==> src/rtl/wdt_pkg.sv <==
package wdt_pkg;
  typedef enum logic {
    MODE_WDOG  = 1'b0,
    MODE_TIMER = 1'b1
  } wmode_e;

  localparam logic [3:0] KEY_ARM  = 4'hA;
  localparam logic [3:0] KEY_FIRE = 4'h5;
endpackage

==> src/rtl/wdt_ctrl_reg.sv <==
module wdt_ctrl_reg
  import wdt_pkg::*;
(
  input  logic       clk,
  input  logic       rst,
  input  logic       wr_en,
  input  logic [3:0] wr_fields,
  output logic       en_o,
  output wmode_e     mode_o,
  output logic [1:0] intv_o
);
  logic   en_q;
  wmode_e mode_q;
  logic [1:0] intv_q;
  logic   locked;

  assign locked = en_q && (mode_q == MODE_WDOG);

  always_ff @(posedge clk) begin
    if (rst) begin
      en_q   <= 1'b0;
      mode_q <= MODE_WDOG;
      intv_q <= 2'b00;
    end else if (wr_en) begin
      intv_q <= wr_fields[1:0];
      if (!locked) mode_q <= wmode_e'(wr_fields[2]);
      if (wr_fields[3]) en_q <= 1'b1;
      else if (mode_q == MODE_TIMER) en_q <= 1'b0;
    end
  end

  assign en_o   = en_q;
  assign mode_o = mode_q;
  assign intv_o = intv_q;

  // a running watchdog stays running and stays in watchdog mode
  assert_wd_locked_R4: assert property (@(posedge clk) disable iff (rst)
    (en_q && mode_q == MODE_WDOG) |=> (en_q && mode_q == MODE_WDOG));
endmodule

==> src/rtl/wdt_key_seq.sv <==
module wdt_key_seq
  import wdt_pkg::*;
#(
  parameter int KEY_WIN = 16
) (
  input  logic       clk,
  input  logic       rst,
  input  logic       wr_en,
  input  logic [3:0] key_i,
  input  logic       en_i,
  output logic       clr_o
);
  localparam int WIN_W = $clog2(KEY_WIN + 1);
  localparam logic [WIN_W-1:0] WIN_LAST = WIN_W'(KEY_WIN - 1);

  logic             armed_q;
  logic [WIN_W-1:0] win_q;
  logic             key_wr;

  assign key_wr = wr_en && en_i;
  assign clr_o  = key_wr && armed_q && (key_i == KEY_FIRE);

  always_ff @(posedge clk) begin
    if (rst) begin
      armed_q <= 1'b0;
      win_q   <= '0;
    end else if (key_wr) begin
      armed_q <= (key_i == KEY_ARM);
      win_q   <= '0;
    end else if (armed_q) begin
      if (win_q == WIN_LAST) armed_q <= 1'b0;
      else                   win_q   <= win_q + 1'b1;
    end
  end

  // arming only ever follows an enabled write of the first key
  assert_arm_source_R8: assert property (@(posedge clk) disable iff (rst)
    $rose(armed_q) |-> $past(wr_en && en_i && key_i == KEY_ARM));
endmodule

==> src/rtl/wdt_counter.sv <==
module wdt_counter
  import wdt_pkg::*;
#(
  parameter int CNT_W = 15,
  parameter int TC0   = 32768,
  parameter int TC1   = 8192,
  parameter int TC2   = 512,
  parameter int TC3   = 64
) (
  input  logic       clk,
  input  logic       rst,
  input  logic       tick_i,
  input  logic       en_i,
  input  wmode_e     mode_i,
  input  logic [1:0] intv_i,
  input  logic       sleep_i,
  input  logic       clr_i,
  output logic       irq_o,
  output logic       rst_req_o
);
  localparam logic [CNT_W-1:0] LIM0 = CNT_W'(TC0 - 1);
  localparam logic [CNT_W-1:0] LIM1 = CNT_W'(TC1 - 1);
  localparam logic [CNT_W-1:0] LIM2 = CNT_W'(TC2 - 1);
  localparam logic [CNT_W-1:0] LIM3 = CNT_W'(TC3 - 1);

  logic [CNT_W-1:0] cnt_q, lim;
  logic advance, hit, wd_hit;
  logic irq_q, rst_q, pend_q;

  always_comb begin
    case (intv_i)
      2'b00:   lim = LIM0;
      2'b01:   lim = LIM1;
      2'b10:   lim = LIM2;
      default: lim = LIM3;
    endcase
  end

  assign advance = tick_i && en_i && !clr_i;
  assign hit     = advance && (cnt_q >= lim);
  assign wd_hit  = hit && (mode_i == MODE_WDOG);

  always_ff @(posedge clk) begin
    if (rst) begin
      cnt_q  <= '0;
      irq_q  <= 1'b0;
      rst_q  <= 1'b0;
      pend_q <= 1'b0;
    end else begin
      irq_q <= hit && (mode_i == MODE_TIMER);
      rst_q <= 1'b0;
      if (clr_i)        cnt_q <= '0;
      else if (hit)     cnt_q <= '0;
      else if (advance) cnt_q <= cnt_q + 1'b1;
      if (sleep_i) begin
        if (wd_hit) pend_q <= 1'b1;
      end else if (pend_q || wd_hit) begin
        rst_q  <= 1'b1;
        pend_q <= 1'b0;
      end
    end
  end

  assign irq_o     = irq_q;
  assign rst_req_o = rst_q;

  // the interrupt is a single-cycle pulse
  assert_irq_pulse_R6: assert property (@(posedge clk) disable iff (rst)
    irq_q |=> !irq_q);
  // the two event outputs never fire together
  assert_event_excl_R7: assert property (@(posedge clk) disable iff (rst)
    !(irq_q && rst_q));
  // no reset request is issued for a cycle in which sleep was high
  assert_sleep_hold_R11: assert property (@(posedge clk) disable iff (rst)
    rst_q |-> !$past(sleep_i));
  // a keyed clear leaves the count at zero
  assert_clear_zero_R8: assert property (@(posedge clk) disable iff (rst)
    clr_i |=> (cnt_q == '0));
endmodule

==> src/rtl/wdt_keyed.sv <==
module wdt_keyed
  import wdt_pkg::*;
#(
  parameter int CNT_W   = 15,
  parameter int TC0     = 32768,
  parameter int TC1     = 8192,
  parameter int TC2     = 512,
  parameter int TC3     = 64,
  parameter int KEY_WIN = 16
) (
  input  logic       clk,
  input  logic       rst,
  input  logic       tick_i,
  input  logic       sleep_i,
  input  logic       wr_en_i,
  input  logic [7:0] wr_data_i,
  output logic [7:0] rd_data_o,
  output logic       irq_o,
  output logic       rst_req_o
);
  logic       en;
  wmode_e     mode;
  logic [1:0] intv;
  logic       clr;

  wdt_ctrl_reg u_ctrl (
    .clk       (clk),
    .rst       (rst),
    .wr_en     (wr_en_i),
    .wr_fields (wr_data_i[3:0]),
    .en_o      (en),
    .mode_o    (mode),
    .intv_o    (intv)
  );

  wdt_key_seq #(.KEY_WIN(KEY_WIN)) u_key (
    .clk   (clk),
    .rst   (rst),
    .wr_en (wr_en_i),
    .key_i (wr_data_i[7:4]),
    .en_i  (en),
    .clr_o (clr)
  );

  wdt_counter #(
    .CNT_W(CNT_W), .TC0(TC0), .TC1(TC1), .TC2(TC2), .TC3(TC3)
  ) u_cnt (
    .clk       (clk),
    .rst       (rst),
    .tick_i    (tick_i),
    .en_i      (en),
    .mode_i    (mode),
    .intv_i    (intv),
    .sleep_i   (sleep_i),
    .clr_i     (clr),
    .irq_o     (irq_o),
    .rst_req_o (rst_req_o)
  );

  assign rd_data_o = {4'b0000, en, mode, intv};
endmodule

==> config.mk <==
export PLATFORM = sky130hd
export DESIGN_NAME = wdt_keyed
export DESIGN_NICKNAME = d
export VERILOG_FILES = /design/src/rtl/wdt_pkg.sv /design/src/rtl/wdt_ctrl_reg.sv /design/src/rtl/wdt_key_seq.sv /design/src/rtl/wdt_counter.sv /design/src/rtl/wdt_keyed.sv
export SDC_FILE = /design/constraint.sdc
export NUM_CORES = 1
export LEC_CHECK = 0
export ABC_AREA = 0
export CAP_MARGIN = 20
export CORE_MARGIN = 2
export CORE_UTILIZATION = 30
export CTS_CLUSTER_DIAMETER = 80
export DETAILED_ROUTE_END_ITERATION = 12
export GPL_ROUTABILITY_DRIVEN = 0
export GPL_TIMING_DRIVEN = 0
export HOLD_SLACK_MARGIN = 0.05
export PLACE_DENSITY = 0.53
export RECOVER_POWER = 100
export SYNTH_ARGS = -nofsm -noshare
export SYNTH_HDL_FRONTEND = slang
export SYNTH_SLANG_ARGS = --single-unit
export TNS_END_PERCENT = 5
==> constraint.sdc <==
create_clock -name clk -period 3 [get_ports clk]
set_clock_uncertainty 0.1 [all_clocks]
set_input_delay 0.45 -clock clk [delete_from_list [all_inputs] [get_ports clk]]
set_output_delay 0.45 -clock clk [all_outputs]
set_load 0.05 [all_outputs]
Yosys cells after proc, flatten, opt, wreduce, memory -nomap -nowiden. Cells that the tools add are included.

Flip-flop bits (word level): 28. Latch bits: 0. RAM bits: 0. ROM bits: 0. Bits of input ports: 13. Output and inout bits: 10. Word-level logic and storage cells: 52. Memories kept: 0.

$add $sub $neg: 2. Multipliers: 0. Divide/modulo/power cells: 0. $lt $le $gt $ge: 1. Equality and inequality tests: 6. Shifts and indexed selects: 0. Mux-type cells: 10. Bitwise logic cells: 3. Reduce and logical (&&, ||, !) cells: 21.

Operators by type and width (count): 15-bit case mux with 3 select lines (1); 15-bit by 1-bit adder with 15-bit output, second input constant (1); 15-bit >= comparator (1); 1-bit logical AND (9); 1-bit 2-to-1 mux (9); 2-bit AND reduction (4); 5-bit by 1-bit adder with 5-bit output, second input constant (1); 5-bit by 4-bit equality test with 1-bit output, second input constant (1); 4-bit by 3-bit equality test with 1-bit output, second input constant (1); 4-bit equality test, second input constant (1); 2-bit nonzero test (2); 2-bit OR reduction (2); 1-bit inverter (3); 3-bit OR reduction (1); 2-bit by 1-bit equality test with 1-bit output, second input constant (1); 2-bit equality test, second input constant (1); 2-bit logical NOT (1); 2-bit by 1-bit != test with 1-bit output, second input constant (1); 1-bit logical NOT (1); 1-bit logical OR (1).

Depth between registers and ports, before layout.
Word-level depth: 10. Gate-level depth with buffers: 8.

By module. From an unflattened synthesis, not the netlist that was laid out.

Cell total of the unflattened synthesis: 181. Area, all modules: 1672.9 sq um.

By module, submodules not included: wdt_counter (times used 1, cells an instance 124, area each 1156.1 sq um, seq. area each 360.3 sq um); wdt_key_seq (times used 1, cells an instance 34, area each 295.3 sq um, seq. area each 120.1 sq um); wdt_ctrl_reg (times used 1, cells an instance 16, area each 172.7 sq um, seq. area each 80.1 sq um); wdt_keyed (times used 1, cells an instance 7, area each 48.8 sq um, seq. area each 0.0 sq um).

Least setup slack after synthesis. Ideal clock, no wire load.

Kind: register to register. Start point: register u_ctrl.intv_q[1] (netlist: u_ctrl.intv_o[1]). End point: register u_cnt.cnt_q[0]. Setup time: 0.074 ns. Arrival: 2.341 ns. Data required time: 2.826 ns. Slack: 0.485 ns. Cell stages (with the launch flop): 9. Buffers on the path: 2. Clock period less this slack: 2.515 ns. Cells stage by stage: dfxtp_1 > clkbuf_1 > ha_1 > and3_1 > a221oi_2 > a21boi_0 > o31a_2 > buf_6 > nor3_2.

Cells in the longest elaborated chain, start to end: 5. Elaborated cells between the ends (all ways): 7. Those cells by class: order compare (1); eq/ne (2); mux (1); reduce/logical (3).

Ends and longest elaborated chain: from (decl) (line wdt_ctrl_reg.sv:14) `logic [1:0] intv_q;`; from (signal assigned) (line wdt_ctrl_reg.sv:25) `intv_q <= wr_fields[1:0];`; 2-bit equality test, or another cell as far along (line wdt_counter.sv:31) `case (intv_i)`; 15-bit case mux with 3 select lines * (line wdt_counter.sv:31); 15-bit >= comparator * (line wdt_counter.sv:40) `assign hit = advance && (cnt_q >= lim);`; 1-bit logical AND * (line wdt_counter.sv:40); 3-bit OR reduction (no source line) *; to (signal assigned) (line wdt_counter.sv:54) `else if (advance) cnt_q <= cnt_q + 1'b1;`; to (decl) (line wdt_counter.sv:26) `logic [CNT_W-1:0] cnt_q, lim;`.

Mark *: on every way between the ends. The rest lies on a longest branch, timed or not. A chain may end at the register's enable or synchronous reset.

Final worst setup path. Ends and elaborated chain as after synthesis.

==> impl_results.md <==
* CTS Buf Count at 3
* Mapped cell area at 0.00161 mm^2
* Post-Synth XOR/XNOR Area at 0.0927
* YS warnings at 0
* Syn_area_per_cell at approximately 9.3 um^2
* WS Path Type: flop to flop
* Gr ovfl total at 0
* CTS sink cnt at 28
* Cell count after synthesis at around 170
* Status: complete, no violations
* Fillers at between 500 and 600
* Hold_ws at 0.393 ns
* Core area at 0.00514 mm^2
* Worst R2R Path Depth at 8
* Static leakage at between 0.7 and 0.8 nW
* Compound-Gate Fraction of Synth Area at 0.0880
* Vias in the first global route at 1206
* Maximum number of pins on one net before global-route repair at 16
* Post-CTS setup buffer count at 0
* Antenna-violating nets left at 0
* RR Endpoint: u_cnt.cnt_q[0]
* Worst Setup End Kind: flop
* Period utilization at 0.858
* Sequential fraction of the synthesis area at 0.349
* Clock tree buffer depth at 2
* Cell variety after synth at 45
* Reg-to-reg startpoint: u_ctrl.intv_o[1]
* PwrDens at 372 mW/mm^2
* DP HPWL at around 2500 um
* Flops & latches, synth at 28
* CTS Hold Bufs at 0
* Die width at 77.2 um
* Post-synth EDFFs at 0
* Initial Util at 0.313
* F_max at 0.389 GHz
* Max-slew violations at 0
* Final Hold Viols at 0
* ANT cells at 0
* Crit path launch type: flop
* Iteration-0 DRC Markers at 39
* Final Total Pwr at about 710 uW
* H-tree Lvls at 1
* Top_reg_cell synth: dfxtp_1
* Final nets at between 200 and 250
* I/O Pins at 23
* Residual DRC count at 0
* Synth Area in Adders at 0.0779
* WP data required at between 3 and 4 ns
* Final wirelength at 3270 um
* Gr usage total at 0.117
* Largest family of logic cells by synthesized area: simple AND/OR/NAND/NOR gates
* Drt first pass iters at 4
* Vias at 1267
* Std cell rows at 26
* Wirelength per Cell at roughly 12 um
* Synth Area in Simple Gates at 0.294
* Die height at 77.2 um
* Worst vdd ir at ~0.00020 V
* Layout cell share with drive strength beyond 1 at 0.0909
* Clock-pin slew on the worst setup and hold paths at ~0.10 ns
* Worst-path fanout max at 10
* Max_cap viols at 0
* Final min period at between 2 and 3 ns
* Via-per-instance ratio at 4.73
* CP endpoint: u_cnt.cnt_q[0]
* Post-cts gate resize count at 0
* Worst-skew pair later-pin latency at 0.27 ns
* TNS Setup at 0 ns
* CTS tree: done
* Final setup viols at 0
* Clock tree root buffer cell: clkbuf_8
* Layout area overhead at 18.0%
* WHS Path Cells at 2
* Worst-Margin Slew at 0.513 ns
* Antenna violations before repair at 0
* Die area at a little under 0.006 mm^2
* Mux share of post-synthesis cell area at 0.0312
* Worst reg2reg setup slack at 0.43 ns
* First-pass GRT wire length at between 5000 and 6000 um
* Worst slew margin at 0.657
* CP startpoint: u_ctrl.intv_o[1]
* FFs w/ async S/R, synth at 0
* Port buffer count at 18
* Worst Path Arrival at 2.62 ns
* Worst hold path class: flop to flop
* RSZ-0062 raised after global routing: no
## cell usage after synthesis (all sizes together) (2+ instances only)
master   n  area [um^2]
nand4    7         43.8
xor2     8         70.1
inv      5         18.8
nor2b    2         12.5
nand2   10         37.5
a21boi   2         15.0
ha      10          125
and3b    2         17.5
and3     6         37.5
and4     3         26.3
nor3b    2         15.0
clkbuf   5         18.8
nand3    5         25.0
buf      9         66.3
a21oi    2         10.0
xnor2    9         78.8
nor3    18          140
and2     4         25.0
a31oi    2         12.5
nor2     9         33.8
mux2i    5         50.1
dfxtp   28          561
## final cells by class
| class | count | area [um^2] | area share |
|---|---|---|---|
| Buffer | 14 | 85.1 | 0.0449 |
| Clock buffer | 4 | 55.1 | 0.0290 |
| Inverter | 5 | 18.8 | 0.00990 |
| Multi-Input combinational cell | 129 | 908 | 0.479 |
| Sequential cell | 28 | 561 | 0.296 |
| Tap cell | 70 | 87.6 | 0.0462 |
| Timing Repair Buffer | 18 | 180 | 0.0950 |
## sequential cells by signal, indices dropped and copies added, names as in the netlist
signal,count
u_ctrl.en_o,1
u_cnt.pend_q,1
u_cnt.rst_req_o,1
u_ctrl.mode_o,1
u_cnt.irq_o,1
u_key.armed_q,1
u_ctrl.intv_o,2
u_key.win_q,5
u_cnt.cnt_q,15
## metal layers
metal	wire, um	up-vias	track usage	part of all wire
met5	0	-	0	0
met4	27	0	0.0214	0.0083
met3	74	2	0.0247	0.023
met2	1480	16	0.185	0.45
met1	1690	582	0.164	0.52
li1	-	667	-	-
## worst max-delay path, stage by stage, from the launching register on
cell,delay (ns)
dfxtp_1,0.38
or2_2,0.33
ha_1,0.31
and4_1,0.23
nand4_1,0.14
o311ai_1,0.42
o31a_2,0.31
buf_6,0.17
nor3_1,0.06
## power by group
part / switching [mW] / total (mW) / internal, mW
clock network: 0.116 / 0.233 / 0.117
registers: 0.00681 / 0.383 / 0.376
logic: 0.0512 / 0.0888 / 0.0376
## logic make-up (layout without fill, tap and decap cells)
family | Yosys count | after routing
simple gates | 75 | 75
mux | 5 | 5
fa+ha+maj | 10 | 10
other cells | 1 | 4
buf+inv | 19 | 41
compound gates | 18 | 18
xor+xnor | 17 | 17
flops | 28 | 28
## how the worst min path moves through the flow
stage,startpoint,end
after floorplan,u_cnt.pend_q,u_cnt.pend_q
after global placement,u_cnt.pend_q,u_cnt.pend_q
after detailed placement,u_cnt.pend_q,u_cnt.rst_req_o
after CTS,u_cnt.pend_q,u_cnt.rst_req_o
after global routing,u_cnt.pend_q,u_cnt.rst_req_o
final,u_cnt.pend_q,u_cnt.rst_req_o
## cell usage in the layout (no fill, tap or decap), drive strengths merged, types with 6 or more instances in the layout
cell	Yosys	layout
and3	6	6
clkdlybuf4s50	0	11
xor2	8	8
xnor2	9	9
clkbuf	5	9
buf	9	9
nor3	18	18
dlygate4sd3	0	7
dfxtp	28	28
ha	10	10
nand4	7	7
nor2	9	9
nand2	10	10
## through the flow
stage | area, um^2 | setup WS (ns) | std cells | util
global placement | 1890 | 0.317 | 264 | 0.367
CTS | 1940 | 0.398 | 268 | 0.378
global route | 1900 | 0.269 | 268 | 0.369
finish | 1900 | 0.426 | 268 | 0.369
detailed placement | 1890 | 0.362 | 264 | 0.367
floorplan | 1620 | 0.485 | 176 | -
Power figures use the tool's default switching activity.
